### src/rtl/bank_mapper_pkg.sv
package bank_mapper_pkg;

    localparam int WIN_COUNT  = 8;
    localparam int WIN_IDX_W  = $clog2(WIN_COUNT);
    localparam int BANK_REG_W = 8;
    localparam int CPU_ADDR_W = 16;
    localparam int VID_ADDR_W = 13;

    // windows with a fixed role in the program space
    localparam logic [WIN_IDX_W-1:0] WIN_PRG_MOVABLE = WIN_IDX_W'(6);
    localparam logic [WIN_IDX_W-1:0] WIN_PRG_SECOND  = WIN_IDX_W'(7);
    // first of the four 1 KB character windows
    localparam logic [WIN_IDX_W-1:0] WIN_CHR_FINE0   = WIN_IDX_W'(2);

    typedef logic [BANK_REG_W-1:0] bank_num_t;
    typedef bank_num_t [WIN_COUNT-1:0] bank_file_t;

    typedef struct packed {
        logic                 chr_swap;
        logic                 prg_swap;
        logic [WIN_IDX_W-1:0] idx;
    } sel_t;

    typedef enum logic [1:0] {
        OP_NONE = 2'd0,
        OP_SEL  = 2'd1,
        OP_DATA = 2'd2
    } reg_op_e;

    typedef enum logic [1:0] {
        SLOT_LOW  = 2'd0,
        SLOT_MIDA = 2'd1,
        SLOT_MIDB = 2'd2,
        SLOT_TOP  = 2'd3
    } prg_slot_e;

    // register decode: A15=1, A14=0, A13=0, A0 picks the port
    function automatic reg_op_e decode_op(input logic we,
                                          input logic [CPU_ADDR_W-1:0] a);
        reg_op_e op;
        op = OP_NONE;
        if (we && a[15] && !a[14] && !a[13])
            op = a[0] ? OP_DATA : OP_SEL;
        return op;
    endfunction

    // layout bits sit at 7 (character) and 6 (program), index at 2:0
    function automatic sel_t unpack_sel(input bank_num_t d);
        sel_t s;
        s.chr_swap = d[7];
        s.prg_swap = d[6];
        s.idx      = d[WIN_IDX_W-1:0];
        return s;
    endfunction

    function automatic prg_slot_e cpu_slot(input logic [CPU_ADDR_W-1:0] a);
        return prg_slot_e'(a[14:13]);
    endfunction

    // character window feeding a video address
    function automatic logic [WIN_IDX_W-1:0] chr_window(
            input logic [VID_ADDR_W-1:0] va, input logic swap);
        logic coarse_half;
        logic [WIN_IDX_W-1:0] w;
        coarse_half = ~(va[12] ^ swap);
        if (coarse_half)
            w = {{(WIN_IDX_W-1){1'b0}}, va[11]};
        else
            w = WIN_CHR_FINE0 + {{(WIN_IDX_W-2){1'b0}}, va[11:10]};
        return w;
    endfunction

endpackage

### src/rtl/bank_regs.sv
module bank_regs
    import bank_mapper_pkg::*;
(
    input  logic                  clk,
    input  logic                  rst,
    input  logic                  cpu_we,
    input  logic [CPU_ADDR_W-1:0] cpu_addr,
    input  bank_num_t             cpu_wdata,
    output sel_t                  sel_q,
    output bank_file_t            bank_q
);

    reg_op_e op;

    always_comb op = decode_op(cpu_we, cpu_addr);

    always_ff @(posedge clk) begin
        if (rst)
            sel_q <= '0;
        else if (op == OP_SEL)
            sel_q <= unpack_sel(cpu_wdata);
    end

    generate
        for (genvar w = 0; w < WIN_COUNT; w++) begin : g_win
            always_ff @(posedge clk) begin
                if (rst)
                    bank_q[w] <= '0;
                else if (op == OP_DATA && sel_q.idx == WIN_IDX_W'(w))
                    bank_q[w] <= cpu_wdata;
            end
        end
    endgenerate

    // a select write replaces the index held for later data writes
    p_sel_load_r3: assert property (@(posedge clk) disable iff (rst)
        (op == OP_SEL) |=> (sel_q.idx == $past(cpu_wdata[WIN_IDX_W-1:0])));

    // a data write lands in the window named by the latest select
    p_data_load_r3: assert property (@(posedge clk) disable iff (rst)
        (op == OP_DATA) |=> (bank_q[$past(sel_q.idx)] == $past(cpu_wdata)));

    // without a decoded write nothing changes
    p_hold_idle_r2: assert property (@(posedge clk) disable iff (rst)
        (op == OP_NONE) |=> ($stable(bank_q) && $stable(sel_q)));

    // a select write never touches the bank windows
    p_sel_keeps_banks_r3: assert property (@(posedge clk) disable iff (rst)
        (op == OP_SEL) |=> $stable(bank_q));

endmodule

### src/rtl/prg_window_map.sv
module prg_window_map
    import bank_mapper_pkg::*;
#(
    parameter int PRG_BANK_W = 6
)(
    input  sel_t                  sel_q,
    input  bank_file_t            bank_q,
    input  logic [CPU_ADDR_W-1:0] cpu_addr,
    output logic [PRG_BANK_W-1:0] prg_page
);

    localparam logic [PRG_BANK_W-1:0] PAGE_LAST   = '1;
    localparam logic [PRG_BANK_W-1:0] PAGE_PENULT = PAGE_LAST - PRG_BANK_W'(1);

    prg_slot_e             slot;
    logic [PRG_BANK_W-1:0] movable_page;
    logic [PRG_BANK_W-1:0] second_page;

    always_comb begin
        slot         = cpu_slot(cpu_addr);
        movable_page = bank_q[WIN_PRG_MOVABLE][PRG_BANK_W-1:0];
        second_page  = bank_q[WIN_PRG_SECOND][PRG_BANK_W-1:0];
        unique case (slot)
            SLOT_LOW:  prg_page = sel_q.prg_swap ? PAGE_PENULT : movable_page;
            SLOT_MIDA: prg_page = second_page;
            SLOT_MIDB: prg_page = sel_q.prg_swap ? movable_page : PAGE_PENULT;
            SLOT_TOP:  prg_page = PAGE_LAST;
        endcase
    end

    // the two fixed pages never both appear in movable slots
    always_comb begin
        if (slot == SLOT_TOP)
            p_top_fixed_r5: assert (&prg_page);
        if (slot == SLOT_LOW || slot == SLOT_MIDB)
            p_swap_pair_r6: assert ((prg_page == PAGE_PENULT) ||
                                    (prg_page == movable_page));
    end

endmodule

### src/rtl/chr_window_map.sv
module chr_window_map
    import bank_mapper_pkg::*;
#(
    parameter int CHR_BANK_W = 8
)(
    input  sel_t                  sel_q,
    input  bank_file_t            bank_q,
    input  logic [VID_ADDR_W-1:0] ppu_addr,
    output logic [CHR_BANK_W-1:0] chr_page
);

    logic [WIN_IDX_W-1:0]  win;
    logic                  coarse;
    logic [CHR_BANK_W-1:0] stored;

    always_comb begin
        win    = chr_window(ppu_addr, sel_q.chr_swap);
        coarse = (win < WIN_CHR_FINE0);
        stored = bank_q[win][CHR_BANK_W-1:0];
    end

    generate
        if (CHR_BANK_W > 1) begin : g_wide
            always_comb
                chr_page = coarse ? {stored[CHR_BANK_W-1:1], ppu_addr[10]} : stored;
        end else begin : g_narrow
            always_comb
                chr_page = coarse ? ppu_addr[10] : stored;
        end
    endgenerate

    // inside a 2 KB window the page low bit is video A10
    // the half read at A12 xor swap decides the window size
    always_comb begin
        if (ppu_addr[12] == sel_q.chr_swap)
            p_pair_low_bit_r10: assert (chr_page[0] == ppu_addr[10]);
        else
            p_fine_window_r9: assert (win >= WIN_CHR_FINE0);
    end

endmodule

### src/rtl/bank_mapper.sv
module bank_mapper
    import bank_mapper_pkg::*;
#(
    parameter int PRG_BANK_W = 6,
    parameter int CHR_BANK_W = 8
)(
    input  logic                  clk,
    input  logic                  rst,
    input  logic                  cpu_we,
    input  logic [15:0]           cpu_addr,
    input  logic [7:0]            cpu_wdata,
    input  logic [12:0]           ppu_addr,
    output logic [PRG_BANK_W-1:0] prg_page,
    output logic [CHR_BANK_W-1:0] chr_page
);

    sel_t       sel_q;
    bank_file_t bank_q;

    bank_regs u_regs (
        .clk       (clk),
        .rst       (rst),
        .cpu_we    (cpu_we),
        .cpu_addr  (cpu_addr),
        .cpu_wdata (cpu_wdata),
        .sel_q     (sel_q),
        .bank_q    (bank_q)
    );

    prg_window_map #(.PRG_BANK_W(PRG_BANK_W)) u_prg (
        .sel_q    (sel_q),
        .bank_q   (bank_q),
        .cpu_addr (cpu_addr),
        .prg_page (prg_page)
    );

    chr_window_map #(.CHR_BANK_W(CHR_BANK_W)) u_chr (
        .sel_q    (sel_q),
        .bank_q   (bank_q),
        .ppu_addr (ppu_addr),
        .chr_page (chr_page)
    );

    // the $A000 slot follows the last data write aimed at window 7
    p_win7_r4: assert property (@(posedge clk) disable iff (rst)
        (cpu_addr[14:13] == 2'b01 && $stable(cpu_addr) && $past(u_regs.op) == OP_NONE)
        |-> $stable(prg_page));

endmodule

### config.mk
export PLATFORM = sky130hd
export DESIGN_NAME = bank_mapper
export DESIGN_NICKNAME = d
export VERILOG_FILES = /design/src/rtl/bank_mapper_pkg.sv /design/src/rtl/bank_regs.sv /design/src/rtl/prg_window_map.sv /design/src/rtl/chr_window_map.sv /design/src/rtl/bank_mapper.sv
export SDC_FILE = /design/constraint.sdc
export NUM_CORES = 1
export LEC_CHECK = 0
export ABC_CLOCK_PERIOD_IN_PS = 2100
export BUFFER_PORTS_ARGS = -buffer_cell sky130_fd_sc_hd__buf_4
export CAP_MARGIN = 20
export CORE_MARGIN = 10
export CORE_UTILIZATION = 55
export DETAILED_ROUTE_END_ITERATION = 8
export PLACE_DENSITY_LB_ADDON = 0.3
export SETUP_SLACK_MARGIN = 0.3
export SLEW_MARGIN = 20
export SYNTH_ARGS = -nofsm -noshare
export SYNTH_HDL_FRONTEND = slang
export SYNTH_SLANG_ARGS = --single-unit
### constraint.sdc
create_clock -name clk -period 2.1 [get_ports clk]
set_clock_uncertainty 0.2 [all_clocks]
set_input_delay 0.42 -clock clk [delete_from_list [all_inputs] [get_ports clk]]
set_output_delay 0.42 -clock clk [all_outputs]
set_load 0.03 [all_outputs]
Word level (Yosys, flattened, before mapping)
Index checks and enable logic that the tools add are counted.
{"block": "word_totals", "inputBits": 40, "regBits": 69, "word_cells": 51, "out_inout_bits": 14}
{"block": "classes", "n_mux": 9, "n_addsub": 1, "n_bitwise": 1, "magnitude_cmp": 2, "n_eq_ne": 12, "n_reduce_logical": 15}
{"cell": "8-bit binary-select mux with 3-bit select", "count": 1}
{"cell": "6-bit case mux with 4 select lines", "count": 1}
{"cell": "3-bit equality test (second input constant)", "count": 4}
{"cell": "6-bit 2-to-1 mux", "count": 2}
{"cell": "1-bit logical AND", "count": 11}
{"cell": "8-bit 2-to-1 mux", "count": 1}
{"cell": "2-bit equality test (second input constant)", "count": 3}
{"cell": "3-bit by 2-bit equality test with 1-bit output (second input constant)", "count": 2}
{"cell": "2-bit by 1-bit equality test with 1-bit output (second input constant)", "count": 2}
{"cell": "3-bit by 4-bit < comparator with 1-bit output (second input constant)", "count": 1}
{"cell": "2-bit 2-to-1 mux", "count": 2}
{"cell": "2-bit by 2-bit adder with 3-bit output (first input constant)", "count": 1}
{"cell": "3-bit by 1-bit equality test with 1-bit output (second input constant)", "count": 1}
{"cell": "3-bit logical NOT", "count": 1}
{"cell": "3-bit by 2-bit < comparator with 1-bit output (second input constant)", "count": 1}
{"cell": "3-bit 2-to-1 mux", "count": 1}
{"cell": "1-bit logical NOT", "count": 2}
{"cell": "2-bit logical NOT", "count": 1}
{"cell": "1-bit 2-to-1 mux", "count": 1}
{"cell": "1-bit XOR", "count": 1}

Depth between registers and ports, before layout
Gate-level depths: netlist of run 1.
{"block": "logic_depth", "word_depth": 6, "depth_mapped": 5, "ltp_nobuf": 3}

By module
Synthesis of run 1 repeated with hierarchy kept, for this count alone.
{"block": "unflattened", "hier_cells": 347, "area_unflattened_um2": 3502.1}
{"mod": "bank_regs", "instances": 1, "cells_each": 257, "area_per_inst_um2": 2824.0, "seq_area_each_um2": 1381.3}
{"mod": "chr_window_map", "instances": 1, "cells_each": 64, "area_per_inst_um2": 441.7, "seq_area_each_um2": 0.0}
{"mod": "prg_window_map", "instances": 1, "cells_each": 26, "area_per_inst_um2": 236.5, "seq_area_each_um2": 0.0}

Worst setup path before layout of run 1
Ideal clock, no wire load.
{"block": "synth_path", "path_kind": "input-to-output", "startpoint": "in ppu_addr[10]", "endpoint": "out chr_page[1]", "slack_ns": -0.068, "path_buffers": 2, "arrival_ns": 1.548, "required_ns": 1.480, "path_stages": 4, "cell_sequence": "buf_6 > buf_6 > mux2_4 > mux4_2"}
{"block": "synth_via", "elab_chain_len": 4}
{"item": "start: declaration", "line_no": "bank_mapper.sv:12", "rtl": "input logic [12:0] ppu_addr,"}
{"item": "2-bit by 2-bit adder with 3-bit output", "line_no": "bank_mapper_pkg.sv:69", "rtl": "w = WIN_CHR_FINE0 + {{(WIN_IDX_W-2){1'b0}}, va[11:10]};"}
{"item": "3-bit 2-to-1 mux", "line_no": "bank_mapper_pkg.sv:66", "rtl": "if (coarse_half)"}
{"item": "8-bit binary-select mux with 3-bit select", "line_no": "chr_window_map.sv:19", "rtl": "stored = bank_q[win][CHR_BANK_W-1:0];"}
{"item": "8-bit 2-to-1 mux (implied by the code)", "line_no": "chr_window_map.sv:19"}
{"item": "end: declaration", "line_no": "bank_mapper.sv:14", "rtl": "output logic [CHR_BANK_W-1:0] chr_page"}
No other way between the ends. The select of a mux whose other input is x is not followed.

Worst setup path after layout of run 1
{"block": "layout_path", "startpoint": "reg u_regs.sel_q[4] (netlist name)", "endpoint": "out chr_page[2]"}
{"block": "layout_via", "elab_chain_len": 4}
{"item": "1-bit XOR", "line_no": "bank_mapper_pkg.sv:65", "rtl": "coarse_half = ~(va[12] ^ swap);"}
{"item": "3-bit 2-to-1 mux", "line_no": "bank_mapper_pkg.sv:66"}
{"item": "8-bit binary-select mux with 3-bit select", "line_no": "chr_window_map.sv:19"}
{"item": "8-bit 2-to-1 mux (implied by the code)", "line_no": "chr_window_map.sv:19"}
No other way between the ends. The select of a mux whose other input is x is not followed.

==> results_dict.tcl, run 1 <==
set metrics [dict create \
    vias 2144 \
    clock_pin_slew_of_the_registers_on_the_worst_case_setup_and_hold_paths_ns 0.06 \
    placementRows 27 \
    drt_first_iter_violations 108 \
    report.power.total_mw 2.629 \
    worst-path-max-fanout 8 \
    synth_top_flop_cell "sky130_fd_sc_hd__dfxtp_1" \
    synth-seq-area-share 0.4091 \
    timing_max_transition_violations_final 0 \
    postLayoutCellArea_um2 3787 \
    post_synthesis_area_per_instance_um2 10.74 \
    p_per_area_nw_per_um2 694.1 \
    routed_wire_length_per_instance_um 17.56 \
    via_per_inst 5.455 \
    die_x_um 94.87 \
    setup_slack_ns -0.2221 \
    cp-start-kind "flop" \
    fin_cells 393 \
    fp.dieArea_um2 9000 \
    globalplace.congestion 0.7482 \
    route.antenna.remaining_nets 0 \
    drc_errors 0 \
    cts-root-buf "sky130_fd_sc_hd__clkbuf_8" \
    violated_checks "setup timing" \
    grt_start_max_net_pins 33 \
    yosysWarnings 0 \
    cp_top_family "multiplexers" \
    number_of_unique_standard_cell_types_used_by_synthesis 31 \
    cts.path.max_buffers 2 \
    timing.fmax_ghz 0.4307 \
    core_region_area_um2 5473 \
    synth_area_um2 3083 \
    layout_common_cells "67 x sky130_fd_sc_hd__nand2b_1, 61 x sky130_fd_sc_hd__dfxtp_1, 59 x sky130_fd_sc_hd__mux2i_1" \
    cts_made_buffers 9 \
    post_layout_nets 356 \
    place_inst 375 \
    vdd.ir_drop.worst_v 0.0005081 \
    globalRouteOverflowTotal 0 \
    die_y_um 94.87 \
    syn-instance-count 287 \
    cts.htree.levels 3 \
    clock_sink_count 63 \
    cts-hold-fix-buffers 0 \
    area_growth_pct 22.85 \
    synth-seq-cells 63 \
    grt_pass1_vias 2227 \
    cpMaxStageDelayCell "sky130_fd_sc_hd__mux4_2" \
    worst_path_largest_cell_delay_ns 0.51 \
    global_route.usage.total 0.1658 \
    worst_hold_path_type "input pin to flop" \
    critPathArrivalTime_ns 1.70 \
    critPathRequiredTime_ns 1.48 \
    detail_route.first_pass.iterations 4 \
    period_share 1.106 \
    cts_tree "built" \
    dpl_cell_area_um2 3400 \
    worstMarginPinSlew_ns 0.4613 \
    status "finished with violations" \
    synth_async_sr_flop_share 0 \
    setup.worst_path.class "flop to output port" \
    initial_antenna_violation_count 0 \
    critical_path_buf_inv_count 2 \
    floorplan.initialDensity 0.5633 \
    synth_enable_flop_cells 0 \
    crit_path_end_kind "output port" \
    cellLeakagePower_nw 1.757 \
    grt_first_pass_wirelength_um 11400 \
    hold_violations 0 \
    postRouteWirelength_um 6901 \
    setup-violations-final 8 \
    rsz0062_at_grt "true" \
    dp_wirelength_um 4597 \
    synth_nets 327 \
    io_buffer_count 31 \
    max_cap_viol_count 0 \
    ios 54 \
    post_route_cells_drive_above_1_share 0.2960 \
    critical_path_cell_by_cell "xor2_4 > buf_12 > mux4_2 > buf_6" \
    worst_slew_margin_rel 0.6924 \
    timing.final.crit_period_ns 2.322 \
    preCtsSetupSlack_ns -0.2467 \
    n_antenna_cell 0 \
    worstSkewPairLatency_ns 0.33 \
    most_common_cell_after_layout_fill_and_taps_aside "sky130_fd_sc_hd__nand2b_1" \
]
[worst register-to-register path: stages (launching register included)]
cell and delay [ns]:
sky130_fd_sc_hd__dfxtp_1 0.36, sky130_fd_sc_hd__nor2b_1 0.33, sky130_fd_sc_hd__nand4_2 0.32, sky130_fd_sc_hd__mux2i_1 0.20
[final cells by class]
type / count / area (um^2)
clock buffer: 13 / 158.9
clock inverter: 3 / 65.06
fill: 421 / 1685
inverter: 2 / 7.507
multi-input combinational: 194 / 1750
sequential: 63 / 1269
tap: 72 / 90.09
timing repair buffer: 46 / 446.7
[metal layers]
metal / GRT usage / part of all wire / up-vias
met1: 0.2023 / 0.46 / 1049
li1: - / - / 1048
met2: 0.2666 / 0.48 / 38
met5: 0 / 0 / -
met4: 0.05611 / 0.011 / 0
met3: 0.05789 / 0.046 / 9
[through the flow]
step             util  setup TNS [ns]  hold slack (ns)
2_1_floorplan       -         -0.2869           0.2455
3_3_place_gp   0.6212          -1.373           0.2540
3_5_place_dp   0.6212          -1.416           0.2637
4_1_cts        0.6799          -1.774           0.1444
5_1_grt        0.6920          -2.157           0.1515
6_report       0.6920          -1.669           0.1556
[power breakdown]
part           internal, mW  total (mW)  switching, mW  leakage, nW
sequential             1.20        1.20        0.00323        0.509
clock                 0.732        1.18          0.448        0.114
combinational         0.121       0.250          0.129         1.13
[sequential cells by signal, summed over array words and instances (netlist names)]
register       flops
u_regs.bank_q     58
u_regs.sel_q       5
[synthesized netlist by cell type, types with 2 or more instances]
cell type,instances,share of area
sky130_fd_sc_hd__nand2b_1,68,0.14
sky130_fd_sc_hd__dfxtp_1,63,0.41
sky130_fd_sc_hd__mux2i_1,59,0.19
sky130_fd_sc_hd__buf_1,9,0.011
sky130_fd_sc_hd__clkbuf_1,9,0.011
sky130_fd_sc_hd__mux2_2,8,0.029
sky130_fd_sc_hd__buf_2,7,0.011
sky130_fd_sc_hd__mux4_2,7,0.051
sky130_fd_sc_hd__o21ai_0,7,0.011
sky130_fd_sc_hd__a21oi_1,6,0.0097
sky130_fd_sc_hd__mux2_4,6,0.029
sky130_fd_sc_hd__nand3_1,6,0.0097
sky130_fd_sc_hd__o22a_1,5,0.014
sky130_fd_sc_hd__nand4b_1,4,0.011
sky130_fd_sc_hd__nor2_1,4,0.0049
sky130_fd_sc_hd__buf_6,2,0.0073
sky130_fd_sc_hd__inv_1,2,0.0024
sky130_fd_sc_hd__nand4_2,2,0.0081
[final timing paths]
kind                  endpoint  slack (ns)               from  depth (start not counted)
max reg2reg  u_regs.bank_q[60]        0.56    u_regs.sel_q[1]                          3
min reg2reg  u_regs.bank_q[18]        0.27  u_regs.bank_q[18]                          2
min            u_regs.sel_q[1]        0.16       cpu_wdata[1]                          3
max                chr_page[2]       -0.22    u_regs.sel_q[4]                          4
[repair_timing]
| action | in CTS | in global routing |
|---|---|---|
| buffers inserted | 1 | 1 |
| resized for setup | 24 | 5 |
| gates cloned | 0 | 0 |
| pin swaps | 9 | 2 |
| endpoints found under the setup margin | 14 | 14 |
[kinds of logic (layout without fill, tap and decap cells)]
kind of cell / Yosys count / after routing / synth area share
xor+xnor: 2 / 2 / 0.01177
buf+inv: 30 / 64 / 0.04545
simple gates: 92 / 92 / 0.1916
compound gates: 20 / 20 / 0.04099
mux: 80 / 80 / 0.3011
flops: 63 / 63 / 0.4091
Power figures use the tool's default switching activity.
==> inputs of run 2 (changes only) <==
CORE_UTILIZATION = 44   (was 55)
TNS_END_PERCENT = 20   (was not set)
==> run 2 against run 1 <==
Compared with the run above: the run still ends with setup timing left; register-to-register slack barely moved; non-clock buffer count did not move; fmax shrank 0.50%; sequential power about the same; first-iteration DRC count is 22% lower; critical path depth unchanged; critical path type unchanged; critical endpoint is now chr_page[6]; largest cell class unchanged; highest routed layer unchanged.
==> results_dict.tcl, run 2 (same netlist as run 1, synthesis figures left out) <==
set metrics [dict create \
    status "finished with violations" \
    violated_checks "setup timing" \
    largest_register_ff_count 58 \
    hold_violations 0 \
    globalplace.congestion 0.7410 \
    max_cap_viol_count 0 \
    dp_wirelength_um 4662 \
    vias 2134 \
    routed_wire_length_per_instance_um 16.29 \
    timing.final.crit_period_ns 2.334 \
    cts-root-buf "sky130_fd_sc_hd__clkbuf_8" \
    preCtsSetupSlack_ns -0.2564 \
    via_per_inst 5.118 \
    cts_tree "built" \
    grt_pass1_vias 2104 \
    placementRows 30 \
    vdd.ir_drop.worst_v 0.0002990 \
    die_x_um 103.7 \
    setup_total_negative_slack_ns -1.669 \
    io_buffer_count 31 \
    global_route.usage.total 0.1265 \
    grt_start_max_net_pins 28 \
    core_region_area_um2 6794 \
    p_int_mw 1.970 \
    n_antenna_cell 0 \
    post_layout_nets 356 \
    cp-start-kind "flop" \
    initial_antenna_violation_count 0 \
    globalRouteOverflowTotal 0 \
    power_frac_comb 0.090 \
    detail_route.first_pass.iterations 4 \
    crit_path_end_kind "output port" \
    power.share.sequential 0.472 \
    setup_slack_ns -0.2337 \
    worst-path-max-fanout 8 \
    power_switching_share 0.2244 \
    cts.htree.levels 3 \
    clock_power_share 0.438 \
    postRouteWirelength_um 6795 \
    fp.dieArea_um2 10750 \
    layout.filler_cells 603 \
    rsz0062_at_grt "true" \
    worst_r2r_path_depth 3 \
    ios 54 \
    depth_of_the_worst_hold_timing_path 3 \
    clock_pin_slew_of_the_registers_on_the_worst_case_setup_and_hold_paths_ns 0.07 \
    critPathArrivalTime_ns 1.71 \
    period_share 1.111 \
    timing.fmax_ghz 0.4285 \
    reg_top3 "u_regs.bank_q (58), u_regs.sel_q (5)" \
    report.power.total_mw 2.540 \
    most_common_cell_after_layout_fill_and_taps_aside "sky130_fd_sc_hd__nand2b_1" \
    setup.worst_path.class "flop to output port" \
    largest-register "u_regs.bank_q" \
    timing_max_transition_violations_final 0 \
    total_switching_power_mw 0.5700 \
    drc_errors 0 \
    p_per_area_nw_per_um2 681.9 \
    worst_hold_path_type "input pin to flop" \
    worst_slew_margin_rel 0.7071 \
    cellLeakagePower_nw 1.726 \
    drt_first_iter_violations 84 \
    layout_common_cells "67 x sky130_fd_sc_hd__nand2b_1, 61 x sky130_fd_sc_hd__dfxtp_1, 59 x sky130_fd_sc_hd__mux2i_1" \
    critPathRequiredTime_ns 1.48 \
    cts.path.max_buffers 2 \
    grt_first_pass_wirelength_um 10910 \
    die_y_um 103.7 \
    clock_sink_count 63 \
    setup-violations-final 8 \
    post_route_cells_drive_above_1_share 0.2835 \
    area_growth_pct 20.82 \
    cts_made_buffers 9 \
    route.antenna.remaining_nets 0 \
    hold-worst-slack_ns 0.1403 \
    floorplan.initialDensity 0.4538 \
    worstMarginPinSlew_ns 0.4393 \
    worstSkewPairLatency_ns 0.34 \
]
-- run 2: worst max-delay path, cell delays in order (launching register included) --
cell and delay [ns]:
sky130_fd_sc_hd__dfxtp_4 0.37, sky130_fd_sc_hd__xor2_4 0.16, sky130_fd_sc_hd__buf_12 0.15, sky130_fd_sc_hd__mux4_2 0.52
sky130_fd_sc_hd__buf_6 0.16
-- run 2: metrics by stage --
step                utilization  instance area, um^2  std cells
finish                   0.5483                 3725        417
global route             0.5483                 3725        417
CTS                      0.5455                 3706        417
detailed placement       0.5024                 3413        399
global placement         0.5024                 3413        399
floorplan                     -                 3095        287
-- run 2: repair_timing --
action                     4_1_cts  5_1_grt
pin swaps                       11        8
gates resized for setup         21        2
setup buffers                    2        0
hold buffers                     0        0
setup endpoints to repair       14       14
-- run 2: final timing paths --
kind | startpoint | to | slack (ns)
setup / recovery | u_regs.sel_q[4] | chr_page[6] | -0.23
hold / removal | cpu_wdata[6] | u_regs.sel_q[3] | 0.14
setup reg to reg | u_regs.sel_q[1] | u_regs.bank_q[60] | 0.56
hold reg to reg | u_regs.bank_q[11] | u_regs.bank_q[11] | 0.27
-- run 2: final cells by class --
type	count	area (um^2)	area share
clock buffer	12	135.1	0.03628
clock inverter	4	70.07	0.01881
inverter	2	7.507	0.002015
multi-input combinational	194	1713	0.4599
sequential	63	1269	0.3406
tap	96	120.1	0.03225
timing repair buffer	46	410.4	0.1102
-- run 2: power groups by stage --
stage / logic, mW / registers (mW) / clock network (mW)
final: 0.229 / 1.20 / 1.11
after global routing: 0.243 / 1.20 / 1.19
after CTS: 0.226 / 1.20 / 1.14
after detailed placement: 0.212 / 1.23 / 0
after global placement: 0.212 / 1.23 / 0
after floorplan: 0.139 / 1.23 / 0
-- run 2: metal layers --
layer,vias to the layer above,wire [um],GRT usage
li1,1045,-,-
met1,1045,2973,0.1496
met2,33,3479,0.2072
met3,11,206,0.02726
met4,0,135,0.07157
met5,-,0,0
